===== config.mk =====
export PLATFORM = sky130hd
export DESIGN_NAME = chain_dma
export DESIGN_NICKNAME = d
export VERILOG_FILES = /design/src/rtl/chain_dma_pkg.sv /design/src/rtl/chain_dma_dp.sv /design/src/rtl/chain_dma_ctrl.sv /design/src/rtl/chain_dma.sv
export SDC_FILE = /design/constraint.sdc
export NUM_CORES = 1
export LEC_CHECK = 0
export BUFFER_PORTS_ARGS = -buffer_cell sky130_fd_sc_hd__clkbuf_2
export CORE_MARGIN = 3
export CORE_UTILIZATION = 62
export CTS_CLUSTER_SIZE = 28
export DETAILED_ROUTE_END_ITERATION = 10
export PLACE_DENSITY_LB_ADDON = 0.1
export SETUP_SLACK_MARGIN = 0.5
export SLEW_MARGIN = 5
export SYNTH_ARGS = -nofsm -noshare
export SYNTH_HDL_FRONTEND = slang
export SYNTH_SLANG_ARGS = --single-unit

===== constraint.sdc =====
create_clock -name clk -period 7.9 [get_ports clk]
set_input_delay 1.185 -clock clk [delete_from_list [all_inputs] [get_ports clk]]
set_output_delay 1.185 -clock clk [all_outputs]
set_load 0.05 [all_outputs]

===== src/rtl/chain_dma_pkg.sv =====
package chain_dma_pkg;

  localparam int RG_W = 3;
  localparam logic [RG_W-1:0] RG_GCTRL = 3'd0;
  localparam logic [RG_W-1:0] RG_IE    = 3'd1;
  localparam logic [RG_W-1:0] RG_IS    = 3'd2;
  localparam logic [RG_W-1:0] RG_PTR   = 3'd3;
  localparam logic [RG_W-1:0] RG_CCR   = 3'd4;
  localparam logic [RG_W-1:0] RG_TMO   = 3'd5;

  localparam int GC_EN   = 0;
  localparam int GC_SRST = 8;
  localparam int CC_RUN  = 7;
  localparam int CC_DIR  = 22;

  typedef enum logic [3:0] {
    EV_NONE  = 4'd0,
    EV_UNDER = 4'd1,
    EV_OVER  = 4'd2,
    EV_DESC  = 4'd3,
    EV_DATA  = 4'd4,
    EV_EARLY = 4'd5,
    EV_OK    = 4'd15
  } evCode_e;

  typedef enum logic [2:0] {
    ST_IDLE, ST_FETCH, ST_CHECK, ST_MRD, ST_PSEND, ST_PWAIT, ST_MWR, ST_NEXT
  } dmaState_e;

  // strobes from control to datapath
  typedef struct packed {
    logic       loadPtr;
    logic       capWord;
    logic [1:0] wordIdx;
    logic       dataAddr;
    logic       capByte;
    logic       byteFromRx;
    logic       stepByte;
    logic       followNext;
    logic       runTimer;
  } dpStrobe_t;

endpackage


===== src/rtl/chain_dma_dp.sv =====
module chain_dma_dp
  import chain_dma_pkg::*;
#(
  parameter int ADDR_W = 32,
  parameter int CNT_W  = 16,
  parameter int TMO_W  = 16
) (
  input  logic              clk,
  input  logic              rstN,
  input  logic              softRst,
  input  dpStrobe_t         stb,
  input  logic [ADDR_W-1:0] descPtr,
  input  logic [TMO_W-1:0]  tmoLimit,
  input  logic [31:0]       memRdata,
  input  logic [7:0]        rxData,
  output logic [ADDR_W-1:0] memAddr,
  output logic [7:0]        memWdata,
  output logic [7:0]        txData,
  output logic              lastDesc,
  output logic              fmtOk,
  output logic              remainZero,
  output logic              remainOne,
  output logic              timeoutHit
);

  localparam int LAST_BIT = 31;
  localparam int FMT_BIT  = 30;

  logic [ADDR_W-1:0] curDesc, bufAddr, nextAddr;
  logic [CNT_W-1:0]  remain;
  logic              lastFlag, fmtFlag;
  logic [7:0]        dataByte;
  logic [TMO_W-1:0]  timer;

  always_ff @(posedge clk) begin
    if (!rstN || softRst) begin
      curDesc  <= '0;
      bufAddr  <= '0;
      nextAddr <= '0;
      remain   <= '0;
      lastFlag <= 1'b0;
      fmtFlag  <= 1'b0;
      dataByte <= '0;
      timer    <= '0;
    end else begin
      if (stb.loadPtr)    curDesc <= descPtr;
      if (stb.followNext) curDesc <= nextAddr;
      if (stb.capWord) begin
        case (stb.wordIdx)
          2'd0: begin
            lastFlag <= memRdata[LAST_BIT];
            fmtFlag  <= memRdata[FMT_BIT];
            remain   <= memRdata[CNT_W-1:0];
          end
          2'd1:    bufAddr  <= memRdata[ADDR_W-1:0];
          2'd2:    nextAddr <= memRdata[ADDR_W-1:0];
          default: ;
        endcase
      end
      if (stb.capByte) dataByte <= stb.byteFromRx ? rxData : memRdata[7:0];
      if (stb.stepByte) begin
        bufAddr <= bufAddr + 1'b1;
        remain  <= remain - 1'b1;
      end
      timer <= stb.runTimer ? timer + 1'b1 : '0;
    end
  end

  assign memAddr    = stb.dataAddr ? bufAddr
                                   : curDesc + ADDR_W'({stb.wordIdx, 2'b00});
  assign memWdata   = dataByte;
  assign txData     = dataByte;
  assign lastDesc   = lastFlag;
  assign fmtOk      = fmtFlag;
  assign remainZero = (remain == '0);
  assign remainOne  = (remain == CNT_W'(1));
  assign timeoutHit = (timer == TMO_W'(tmoLimit - 1'b1));

endmodule


===== src/rtl/chain_dma_ctrl.sv =====
module chain_dma_ctrl
  import chain_dma_pkg::*;
(
  input  logic       clk,
  input  logic       rstN,
  input  logic       softRst,
  input  logic       ccrWr,
  input  logic       wrRun,
  input  logic       wrDir,
  input  logic       wrZero,
  input  logic       engEn,
  input  logic       isClr,
  input  logic       memAck,
  input  logic       memErr,
  input  logic       txReady,
  input  logic       rxValid,
  input  logic       periphEnd,
  input  logic       lastDesc,
  input  logic       fmtOk,
  input  logic       remainZero,
  input  logic       remainOne,
  input  logic       timeoutHit,
  output dpStrobe_t  stb,
  output logic       memReq,
  output logic       memWe,
  output logic       txValid,
  output logic       rxReady,
  output logic       runBit,
  output logic       dirBit,
  output logic [3:0] eventCode,
  output logic       intSts,
  output logic       busy
);

  dmaState_e state, nextState;
  logic [1:0] fetchIdx, nextIdx;
  logic       doFinish;
  evCode_e    finCode;
  logic       startReq;

  assign busy     = (state != ST_IDLE);
  assign startReq = !busy && ccrWr && wrRun && engEn;

  always_comb begin
    stb       = '0;
    memReq    = 1'b0;
    memWe     = 1'b0;
    txValid   = 1'b0;
    rxReady   = 1'b0;
    nextState = state;
    nextIdx   = fetchIdx;
    doFinish  = 1'b0;
    finCode   = EV_NONE;
    stb.wordIdx = fetchIdx;
    case (state)
      ST_IDLE: begin
        stb.loadPtr = startReq;
        if (startReq) begin
          nextState = ST_FETCH;
          nextIdx   = 2'd0;
        end
      end
      ST_FETCH: begin
        memReq = 1'b1;
        if (memAck) begin
          if (memErr) begin
            doFinish = 1'b1; finCode = EV_DESC;
          end else begin
            stb.capWord = 1'b1;
            if (fetchIdx == 2'd2) nextState = ST_CHECK;
            else nextIdx = fetchIdx + 2'd1;
          end
        end
      end
      ST_CHECK: begin
        if (!fmtOk) begin
          doFinish = 1'b1; finCode = EV_DESC;
        end else if (periphEnd) begin
          doFinish = 1'b1; finCode = EV_EARLY;
        end else if (remainZero) nextState = ST_NEXT;
        else nextState = dirBit ? ST_PWAIT : ST_MRD;
      end
      ST_MRD: begin
        memReq = 1'b1;
        stb.dataAddr = 1'b1;
        if (memAck) begin
          if (memErr) begin
            doFinish = 1'b1; finCode = EV_DATA;
          end else begin
            stb.capByte = 1'b1;
            nextState   = ST_PSEND;
          end
        end
      end
      ST_PSEND: begin
        txValid = !periphEnd;
        if (periphEnd) begin
          doFinish = 1'b1; finCode = EV_EARLY;
        end else if (txReady) begin
          stb.stepByte = 1'b1;
          nextState = remainOne ? ST_NEXT : ST_MRD;
        end else begin
          stb.runTimer = 1'b1;
          if (timeoutHit) begin
            doFinish = 1'b1; finCode = EV_UNDER;
          end
        end
      end
      ST_PWAIT: begin
        rxReady = !periphEnd;
        if (periphEnd) begin
          doFinish = 1'b1; finCode = EV_EARLY;
        end else if (rxValid) begin
          stb.capByte    = 1'b1;
          stb.byteFromRx = 1'b1;
          nextState      = ST_MWR;
        end else begin
          stb.runTimer = 1'b1;
          if (timeoutHit) begin
            doFinish = 1'b1; finCode = EV_OVER;
          end
        end
      end
      ST_MWR: begin
        memReq = 1'b1;
        memWe  = 1'b1;
        stb.dataAddr = 1'b1;
        if (memAck) begin
          if (memErr) begin
            doFinish = 1'b1; finCode = EV_DATA;
          end else begin
            stb.stepByte = 1'b1;
            nextState = remainOne ? ST_NEXT : ST_PWAIT;
          end
        end
      end
      ST_NEXT: begin
        if (lastDesc) begin
          doFinish = 1'b1; finCode = EV_OK;
        end else if (periphEnd) begin
          doFinish = 1'b1; finCode = EV_EARLY;
        end else begin
          stb.followNext = 1'b1;
          nextState = ST_FETCH;
          nextIdx   = 2'd0;
        end
      end
      default: nextState = ST_IDLE;
    endcase
    if (doFinish) nextState = ST_IDLE;
  end

  always_ff @(posedge clk) begin
    if (!rstN) begin
      dirBit <= 1'b0;
    end else if (!busy && ccrWr) begin
      dirBit <= wrDir;
    end
  end

  always_ff @(posedge clk) begin
    if (!rstN || softRst) begin
      state     <= ST_IDLE;
      fetchIdx  <= 2'd0;
      runBit    <= 1'b0;
      eventCode <= EV_NONE;
      intSts    <= 1'b0;
    end else begin
      state    <= nextState;
      fetchIdx <= nextIdx;
      if (!busy && ccrWr && wrZero) eventCode <= EV_NONE;
      if (startReq) begin
        runBit    <= 1'b1;
        eventCode <= EV_NONE;
      end
      if (doFinish) begin
        runBit    <= 1'b0;
        eventCode <= finCode;
        intSts    <= 1'b1;
      end else if (isClr) begin
        intSts <= 1'b0;
      end
    end
  end

endmodule


===== src/rtl/chain_dma.sv =====
module chain_dma
  import chain_dma_pkg::*;
#(
  parameter int ADDR_W   = 32,
  parameter int CNT_W    = 16,
  parameter int TMO_W    = 16,
  parameter int TMO_INIT = 16
) (
  input  logic              clk,
  input  logic              rstN,
  input  logic              regWr,
  input  logic [2:0]        regAddr,
  input  logic [31:0]       regWdata,
  output logic [31:0]       regRdata,
  output logic              memReq,
  output logic              memWe,
  output logic [ADDR_W-1:0] memAddr,
  output logic [7:0]        memWdata,
  input  logic [31:0]       memRdata,
  input  logic              memAck,
  input  logic              memErr,
  output logic              txValid,
  input  logic              txReady,
  output logic [7:0]        txData,
  input  logic              rxValid,
  output logic              rxReady,
  input  logic [7:0]        rxData,
  input  logic              periphEnd,
  output logic              irq
);

  logic              engEn, intEn, softRst, ccrWr, isClr;
  logic [ADDR_W-1:0] descPtr;
  logic [TMO_W-1:0]  tmoLimit;
  logic              runBit, dirBit, intSts, busy;
  logic [3:0]        eventCode;
  logic              lastDesc, fmtOk, remainZero, remainOne, timeoutHit;
  dpStrobe_t         stb;

  assign softRst = regWr && (regAddr == RG_GCTRL) && regWdata[GC_SRST];
  assign ccrWr   = regWr && (regAddr == RG_CCR);
  assign isClr   = regWr && (regAddr == RG_IS) && regWdata[0];

  always_ff @(posedge clk) begin
    if (!rstN) begin
      engEn    <= 1'b0;
      intEn    <= 1'b0;
      descPtr  <= '0;
      tmoLimit <= TMO_W'(TMO_INIT);
    end else if (regWr) begin
      case (regAddr)
        RG_GCTRL: engEn    <= regWdata[GC_EN];
        RG_IE:    intEn    <= regWdata[0];
        RG_PTR:   descPtr  <= regWdata[ADDR_W-1:0];
        RG_TMO:   tmoLimit <= regWdata[TMO_W-1:0];
        default: ;
      endcase
    end
  end

  always_comb begin
    case (regAddr)
      RG_GCTRL: regRdata = {31'b0, engEn};
      RG_IE:    regRdata = {31'b0, intEn};
      RG_IS:    regRdata = {31'b0, intSts};
      RG_PTR:   regRdata = 32'(descPtr);
      RG_CCR:   regRdata = {9'b0, dirBit, 14'b0, runBit, 3'b0, eventCode};
      RG_TMO:   regRdata = 32'(tmoLimit);
      default:  regRdata = '0;
    endcase
  end

  assign irq = intSts && intEn;

  chain_dma_ctrl u_ctrl (
    .clk, .rstN, .softRst, .ccrWr,
    .wrRun(regWdata[CC_RUN]), .wrDir(regWdata[CC_DIR]), .wrZero(regWdata == '0),
    .engEn, .isClr, .memAck, .memErr, .txReady, .rxValid, .periphEnd,
    .lastDesc, .fmtOk, .remainZero, .remainOne, .timeoutHit,
    .stb, .memReq, .memWe, .txValid, .rxReady,
    .runBit, .dirBit, .eventCode, .intSts, .busy
  );

  chain_dma_dp #(.ADDR_W(ADDR_W), .CNT_W(CNT_W), .TMO_W(TMO_W)) u_dp (
    .clk, .rstN, .softRst, .stb, .descPtr, .tmoLimit, .memRdata, .rxData,
    .memAddr, .memWdata, .txData, .lastDesc, .fmtOk, .remainZero, .remainOne,
    .timeoutHit
  );

endmodule


======== Word-level counts from Yosys, hierarchy flattened ========
Index checks and enable logic that the tools add are counted.
storage, ports and cells
  output and inout port bits .............. 85
  bits of input ports ..................... 83
  word-level logic and storage cells ...... 192
  register bits after elaboration ......... 200
cells by class
  $add $sub $neg .......................... 6
  equal/unequal tests ..................... 33
  bitwise operators ....................... 1
  reductions and logical operators ........ 41
  multiplexer cells ....................... 93
operators by type and width
  kind                                                   number
  two-way mux 32 bit                                     6
  case mux 32 bit (6 select lines)                       1
  two-way mux 3 bit                                      21
  two-way mux 16 bit                                     3
  two-way mux 4 bit                                      9
  two-way mux 1 bit                                      33
  adder 32 x 1 -> 32 bit (second input constant)         1
  adder 32 x 4 -> 32 bit                                 1
  zero test 32 bit                                       1
  subtractor 16 x 1 -> 16 bit (second input constant)    2
  inequality test 2 bit (second input constant)          14
  two-way mux 2 bit                                      12
  case mux 3 bit (8 select lines)                        1
  case mux 4 bit (6 select lines)                        1
  equality test 3 bit (second input constant)            6
  adder 16 x 1 -> 16 bit (second input constant)         1
  equality test 16 x 1 -> 1 bit (second input constant)  1
  equality test 16 bit                                   1
  zero test 16 bit                                       1
  AND reduction 16 bit                                   1
  AND reduction 2 bit                                    8
  equality test 3 x 2 -> 1 bit (second input constant)   4
  logical AND 1 bit                                      10
  nonzero test 2 bit                                     5
  other kinds (18)                                       30

======== Depth between registers and ports, before layout ========
Gate-level depths: netlist (run 1).
  word-level depth ........................ 8
  mapped depth ............................ 10
  mapped depth without buffers ............ 9

======== Modules after synthesis ========
A second synthesis (run 1) with hierarchy kept.
second synthesis, totals
  cells, all modules ...................... 1,442
  area total of the unflattened synthesis .. 11,228.3 um2
modules (own cells, without submodules)
  module          instances  seq. area each (um2)  cells an instance  area each (um2)
  chain_dma_dp    1          2,762.6               1,009              7,800.0
  chain_dma       1          1,001.0               301                2,466.1
  chain_dma_ctrl  1          240.2                 132                962.2

======== Worst setup path before layout (run 1) ========
Ideal clock, no wire load.
  kind .................................... register to output
  start ................................... reg u_dp.curDesc[13]
  end ..................................... out memAddr[30]
  stages on the path, launching flop included .. 8
  buffers on the path ..................... 0
  arrival ................................. 2.821 ns
  required time ........................... 6.715 ns
  path slack .............................. 3.894 ns
  cells stage by stage .................... dfxtp_1 > and4_1 > and4_1 > nand4_1 > nor4_1 > nand3b_1 > xor2_1 > o21ai_0
on the way
  longest elaborated chain between the ends .. 2
RTL lines
  what                      RTL line            RTL
  start: declaration        chain_dma_dp.sv:29  logic [ADDR_W-1:0] curDesc, bufAddr, nextAddr;
  start signal: assignment  chain_dma_dp.sv:46  if (stb.loadPtr) curDesc <= descPtr;
  start signal: assignment  chain_dma_dp.sv:47  if (stb.followNext) curDesc <= nextAddr;
  adder 32 x 4 -> 32 bit    chain_dma_dp.sv:70  : curDesc + ADDR_W'({stb.wordIdx, 2'b00});
  two-way mux 32 bit        chain_dma_dp.sv:69  assign memAddr = stb.dataAddr ? bufAddr
  end: declaration          chain_dma.sv:17     output logic [ADDR_W-1:0] memAddr,
No other way between the ends.

======== Worst setup path in the final report (run 1) ========
  start ................................... reg u_ctrl.fetchIdx[0]
  end ..................................... out memAddr[16]
on the way
  longest elaborated chain between the ends .. 2
RTL lines
  what                      RTL line               RTL
  start: declaration        chain_dma_ctrl.sv:36   logic [1:0] fetchIdx, nextIdx;
  start signal: assignment  chain_dma_ctrl.sv:170  fetchIdx <= nextIdx;
  adder 32 x 4 -> 32 bit    chain_dma_dp.sv:70
  two-way mux 32 bit        chain_dma_dp.sv:69
No other way between the ends.

==> run_results.csv, run 1 <==
group,metric,value,unit
status,status,"completed",
setup_path,cp_max_fo,8,
power_and_ir_drop,p_leak,4.39,nW
setup_path,startpoint,"u_ctrl.fetchIdx[0]",
synth,ys_types,68,
synth,synth_area,10700,µm²
clock_tree,postCtsSetupRepairBufs,0,
synth,synth_edf_count,0,
synth,synth-main-ff-cell,"dfxtp_1",
power_and_ir_drop,total_power,0.00198,W
setup_path,arrival,3.08,ns
timing,setup-tns-final,0,ns
drt,dr.pass1.iters,5,
worst_hold_path,hold_start,"u_dp.nextAddr[8]",
timing,fin_crit_sh,54.0,%
synth,yosysMostFrequentCell,"nand2_1",
drt,num_vias,10663,
grt,global_route.overflow_total,0,
timing,drv_slew,0,
floorplan,start_util,63.8,%
timing,rsz0062_at_grt,"no",
clock_tree,cts_tree,"yes",
timing,final_hold_viol_count,0,
final_layout,post-route-util,71.9,%
clock_tree,clock_latency,0.45,ns
clock_tree,htreeDepth,4,
synth,ys_seq_area_share,37.4,%
synth,async_reset_ff_share,0,%
drt,antenna_left,0,
final_layout,finalNetCount,1573,
final_layout,syn_to_final_growth,12.6,%
synth,synth_common_cells,"nand2_1, dfxtp_1, nor2_1, a21oi_1, clkbuf_1",
floorplan,die_y,137,µm
clock_tree,cts-resized-gates,0,
drt,via_per_inst,6.23,
grt,grt_pass1_vias,9322,
final_layout,final_layout_size_suffix_gt1_share,15.1,%
floorplan,die_w,137,µm
drt,totalWireLength,32400,µm
placed_design,gp_congestion,0.938,
timing,clock.fmax,234,MHz
synth,synth-seq-cells,200,
drt,drc,0,
clock_tree,clock_path_buffers,2,
power_and_ir_drop,peakVddDrop,0.162,mV
clock_tree,postCtsHoldBufs,0,
synth,synth_area_leader_cell,"dfxtp_1",
clock_tree,clk_pin_slew,0.07,ns
timing,clock_skew,0.0103,ns
grt,antenna_found_initial,0,
worst_hold_path,hold_path.class,"reg -> reg",
floorplan,io_pins,168,
synth,avgSynthCellArea,7.75,µm²
clock_tree,clock-sinks,200,
setup_path,r2r_start,"u_ctrl.state[1]",
synth,syn-num-nets,1474,
setup_path,cp-end-kind,"output pin",
timing,tightest_slew,1.18,ns
placed_design,place_hpwl,23000,µm
synth,synth-warning-count,0,
setup_path,critPathRequiredTime,6.71,ns
timing,whs,0.467,ns
timing,setup_viol,0,
synth,netlist_instances,1380,
power_and_ir_drop,p_per_area,164,nW/µm²
synth,synth_top_area_share,37.4,%
grt,grtUsageTotal,33.9,%
run,max_cap_violations,0,
placed_design,io_buffers,167,
timing,period_needed,4.27,ns
drt,initialDrtViolationCount,1168,
timing,slew_headroom,21.4,%
final_layout,antenna_cells,0,
floorplan,rows,47,
synth,synth_area_leaders,"dfxtp_1, nand2_1, nor2_1, a21oi_1, mux2i_1",
setup_path,critPathKind,"reg -> out",
grt,grt_pass1_wl,50400,µm
drt,wl_per_cell,18.9,µm
clock_tree,cts-root-buf,"clkbuf_16",
clock_tree,cts_made_buffers,17,
floorplan,die-area,18900,µm²
grt,grt_max_degree,105,
floorplan,core_area,16800,µm²
setup_path,start_kind,"flop",
-- metrics by stage --
stage	std cells	area, µm²	setup WS (ns)
6_report	1712	12000	3.63
4_1_cts	1712	12000	3.64
2_1_floorplan	1380	10700	3.89
3_5_place_dp	1680	11500	3.75
3_3_place_gp	1680	11500	3.83
5_1_grt	1712	12000	3.41
-- flip-flops by register name (all words and copies together) (netlist names), 2 cells and up --
signal            count
descPtr              32
tmoLimit             16
u_ctrl.eventCode      4
u_ctrl.fetchIdx       2
u_ctrl.state          3
u_dp.bufAddr         32
u_dp.curDesc         32
u_dp.memWdata         8
u_dp.nextAddr        32
u_dp.remain          16
u_dp.timer           16
-- worst paths after layout --
path | to | slack (ns) | cells past startpoint
max reg2reg | u_dp.bufAddr[31] | 4.75 | 7
min reg2reg | u_dp.nextAddr[8] | 0.47 | 2
max | memAddr[16] | 3.63 | 8
min | u_dp.nextAddr[8] | 0.47 | 2
-- cell type report --
type	instances	area, µm²
clock buffer	18	439
clock inverter	14	131
fill	1430	4710
inverter	19	71.3
multi-input combinational	1066	6230
sequential	200	4000
tap	220	275
timing repair buffer	175	896
-- per-layer routing --
metal | vias to the layer above | track usage, % | routed length [µm]
li1 | 5079 | - | -
met1 | 5002 | 50.0 | 14500
met4 | 0 | 10.7 | 889
met5 | - | 0 | 0
met3 | 58 | 6.83 | 3220
met2 | 524 | 49.8 | 13800
-- critical path, stage by stage (launching register included) --
cell and delay, ns:
dfxtp_1 0.41, ha_1 0.25, inv_1 0.07, fa_1 0.50, nor2_1 0.46, nand4_1 0.21
xor2_1 0.20, o21ai_0 0.22, clkbuf_2 0.32
-- power by group --
part | leakage, nW | switching (W) | total [W] | internal (W)
Clock | 0.280 | 0.000431 | 0.000858 | 0.000427
Combinational | 2.50 | 0.0000664 | 0.000102 | 0.0000351
Sequential | 1.61 | 0.00000925 | 0.00102 | 0.00101
Total | 4.39 | 0.000506 | 0.00198 | 0.00147
-- cells by family (layout without fill, tap and decap cells) --
| group | count (synthesis) | in the layout | synth area share [%] |
|---|---|---|---|
| AO/OA/AOI/OAI | 331 | 331 | 20.4 |
| XOR/XNOR | 60 | 60 | 4.91 |
| multiplexers | 44 | 44 | 4.13 |
| adder cells (fa/ha/maj) | 11 | 11 | 1.36 |
| flip-flops | 200 | 200 | 37.4 |
| buffers and inverters | 114 | 226 | 4.54 |
| AND/OR/NAND/NOR | 620 | 620 | 27.2 |
-- placed cells by master, fill, tap and decap left out, drive strengths merged, types with 7 or more instances in the layout --
master,netlist,layout
o21ai,55,55
nor2b,9,9
o211ai,10,10
inv,18,26
o22ai,11,11
xor2,34,34
nand4,27,27
and4,8,8
and3,16,16
clkbuf,73,185
dfxtp,200,200
nand2,269,269
xnor2,26,26
nor2,125,125
mux2i,43,43
and2,25,25
a31oi,13,13
ha,10,10
a211oi,42,42
a21boi,48,48
a311oi,8,8
nor4,15,15
buf,22,8
a22o,12,12
nor3,38,38
nand3,48,48
nor3b,8,8
a21oi,86,86
or3,7,7
Note: power is estimated with default switching activity, not from simulation.
==> run 2, diff against run 1 <==
--- a/config.mk
+++ b/config.mk
@@ -7,7 +7,7 @@
 export LEC_CHECK = 0
 export BUFFER_PORTS_ARGS = -buffer_cell sky130_fd_sc_hd__clkbuf_2
 export CORE_MARGIN = 3
-export CORE_UTILIZATION = 62
+export CORE_UTILIZATION = 52
 export CTS_CLUSTER_SIZE = 28
 export DETAILED_ROUTE_END_ITERATION = 10
 export PLACE_DENSITY_LB_ADDON = 0.1
==> constraint.sdc (replaced) <==
create_clock -name clk -period 3.6 [get_ports clk]
set_input_delay 0.54 -clock clk [delete_from_list [all_inputs] [get_ports clk]]
set_output_delay 0.54 -clock clk [all_outputs]
set_load 0.05 [all_outputs]
==> run 2 against run 1 <==
  * Clock power up 120%
  * Register-to-register slack worse by 4.0 ns
  * Sequential power up 120%
  * Via count down 1.1%
  * Critical endpoint is now memAddr[29]
  * Highest routed layer unchanged
==> run_results.csv, run 2 (same netlist as run 1, synthesis figures left out) <==
group,metric,value,unit
clock_tree,htreeDepth,4,
clock_tree,clk_pin_slew,0.09,ns
setup_path,cpMostUsedCell,"and4_4",
setup_path,cp-end-kind,"output pin",
final_layout,post-route-util,62.7,%
grt,grt_pass1_wl,52300,µm
floorplan,die_y,149,µm
setup_path,crit_chain,"and4_4, and4_4, nand4_1, nor4_4, nand2_1, xor2_1, o21ai_1, clkbuf_8",
clock_tree,clock_path_buffers,2,
clock_tree,cts-root-buf,"clkbuf_16",
drt,initialDrtViolationCount,898,
timing,fin_crit_sh,84.2,%
setup_path,critPathKind,"reg -> out",
drt,drc,0,
setup_path,critPathRequiredTime,3.06,ns
drt,antenna_left,0,
placed_design,gp_congestion,0.891,
final_layout,finalNetCount,1595,
worst_hold_path,whs_path_depth,3,
power_and_ir_drop,peakVddDrop,0.308,mV
clock_tree,clock_latency,0.44,ns
final_layout,layout_commonest_cell,"nand2_1",
timing,clock_skew,0.0151,ns
timing,tightest_slew,1.11,ns
setup_path,cp_max_fo,4,
clock_tree,clock-sinks,200,
grt,grt_pass1_vias,9346,
timing,slew_headroom,25.7,%
setup_path,r2r_cells,9,
timing,rsz0062_at_grt,"yes",
setup_path,start_kind,"flop",
clock_tree,postCtsHoldBufs,0,
floorplan,rows,51,
grt,antenna_found_initial,0,
drt,via_per_inst,5.93,
timing,setup_viol,0,
clock_tree,cts_made_buffers,17,
setup_path,slowest_delay,0.37,ns
grt,grt_max_degree,112,
final_layout,final_cell_mix,"nand2_1, dfxtp_1, clkbuf_2",
timing,clock.fmax,330,MHz
worst_hold_path,hold_path.class,"in -> reg",
placed_design,io_buffers,167,
floorplan,die-area,22300,µm²
run,max_cap_violations,0,
grt,global_route.overflow_total,0,
floorplan,die_w,149,µm
drt,wl_per_cell,19.0,µm
final_layout,final_layout_size_suffix_gt1_share,18.0,%
setup_path,arrival,2.49,ns
power_and_ir_drop,p_per_area,353,nW/µm²
timing,drv_slew,0,
drt,totalWireLength,33900,µm
drt,dr.pass1.iters,5,
floorplan,io_pins,168,
status,status,"completed",
power_and_ir_drop,p_leak,4.57,nW
placed_design,place_hpwl,24600,µm
setup_path,critical-path-slowest-cell,"dfxtp_4",
grt,grtUsageTotal,29.5,%
floorplan,start_util,53.9,%
timing,final_hold_viol_count,0,
clock_tree,cts_tree,"yes",
timing,period_needed,3.03,ns
floorplan,core_area,19800,µm²
timing,setup-tns-final,0,ns
drt,num_vias,10541,
final_layout,syn_to_final_growth,16.3,%
final_layout,antenna_cells,0,
[run 2: cell count changes in the layout (fill, tap and decap cells not counted), moves of 3 or more]
cell      previous run  this run
clkbuf_4             0         9
o21ai_0             51        34
and4_4               0         4
dfxtp_4              0         5
o21ai_1              4        20
clkinv_4             5         2
and4_1               8         4
clkbuf_2           167       153
clkinv_8             0         3
nor2_1             123       120
buf_4                8        29
dfxtp_1            200       188
dfxtp_2              0         7
[run 2: report_power, final]
part	internal, W	switching [W]	total, W
registers	0.00222	0.0000182	0.00224
logic	0.0000807	0.000151	0.000232
clock network	0.000952	0.000970	0.00192
total	0.00325	0.00114	0.00439
[run 2: cell type report]
cell class,instances,area [µm²]
clock buffers,18,439
clock inverters,14,154
flip-flops and latches,200,4030
multi-input cells,1066,6290
inverters,19,71.3
repair buffers,197,1130
well taps,265,332
fillers,1858,7400
[run 2: critical path, delay by kind of cell, from the launching register on]
kind                   cells  cell delay [ns]
AND/OR/NAND/NOR            5             1.10
flip-flops                 1             0.37
buffers and inverters      1             0.23
AO/OA/AOI/OAI              1             0.21
XOR/XNOR                   1             0.14
[run 2: worst paths after layout]
| kind | startpoint | endpoint | slack (ns) |
|---|---|---|---|
| worst max-delay path | u_dp.curDesc[4] | memAddr[29] | 0.57 |
| worst min-delay path | memRdata[19] | u_dp.nextAddr[19] | 0.33 |
| worst max register to register | tmoLimit[0] | u_ctrl.eventCode[2] | 0.80 |
| worst min register to register | u_dp.nextAddr[31] | u_dp.nextAddr[31] | 0.46 |
[run 2: repair_timing]
| item | 4_1_cts | 5_1_grt |
|---|---|---|
| gates resized for setup | 29 | 29 |
| setup buffers | 1 | 9 |
| pin swaps | 5 | 10 |
| cloned | 0 | 0 |
| setup endpoints to repair | 24 | 20 |
[run 2: routing by layer]
metal | GRT usage [%] | routed length, µm | up-vias
li1 | - | - | 5123
met1 | 43.8 | 15700 | 4962
met2 | 44.3 | 14800 | 423
met3 | 5.39 | 2720 | 33
met4 | 7.92 | 600 | 0
met5 | 0 | 0 | -
[run 2: through the flow]
stage	worst slack (ns)	power, W	hold WS (ns)	area [µm²]	cells
global route	0.464	0.00452	0.327	12400	1779
finish	0.570	0.00439	0.328	12400	1779
detailed placement	0.535	0.00252	0.450	11600	1737
floorplan	0.592	0.00240	0.437	10700	1380
CTS	0.503	0.00441	0.316	12300	1770
global placement	0.527	0.00252	0.442	11600	1737
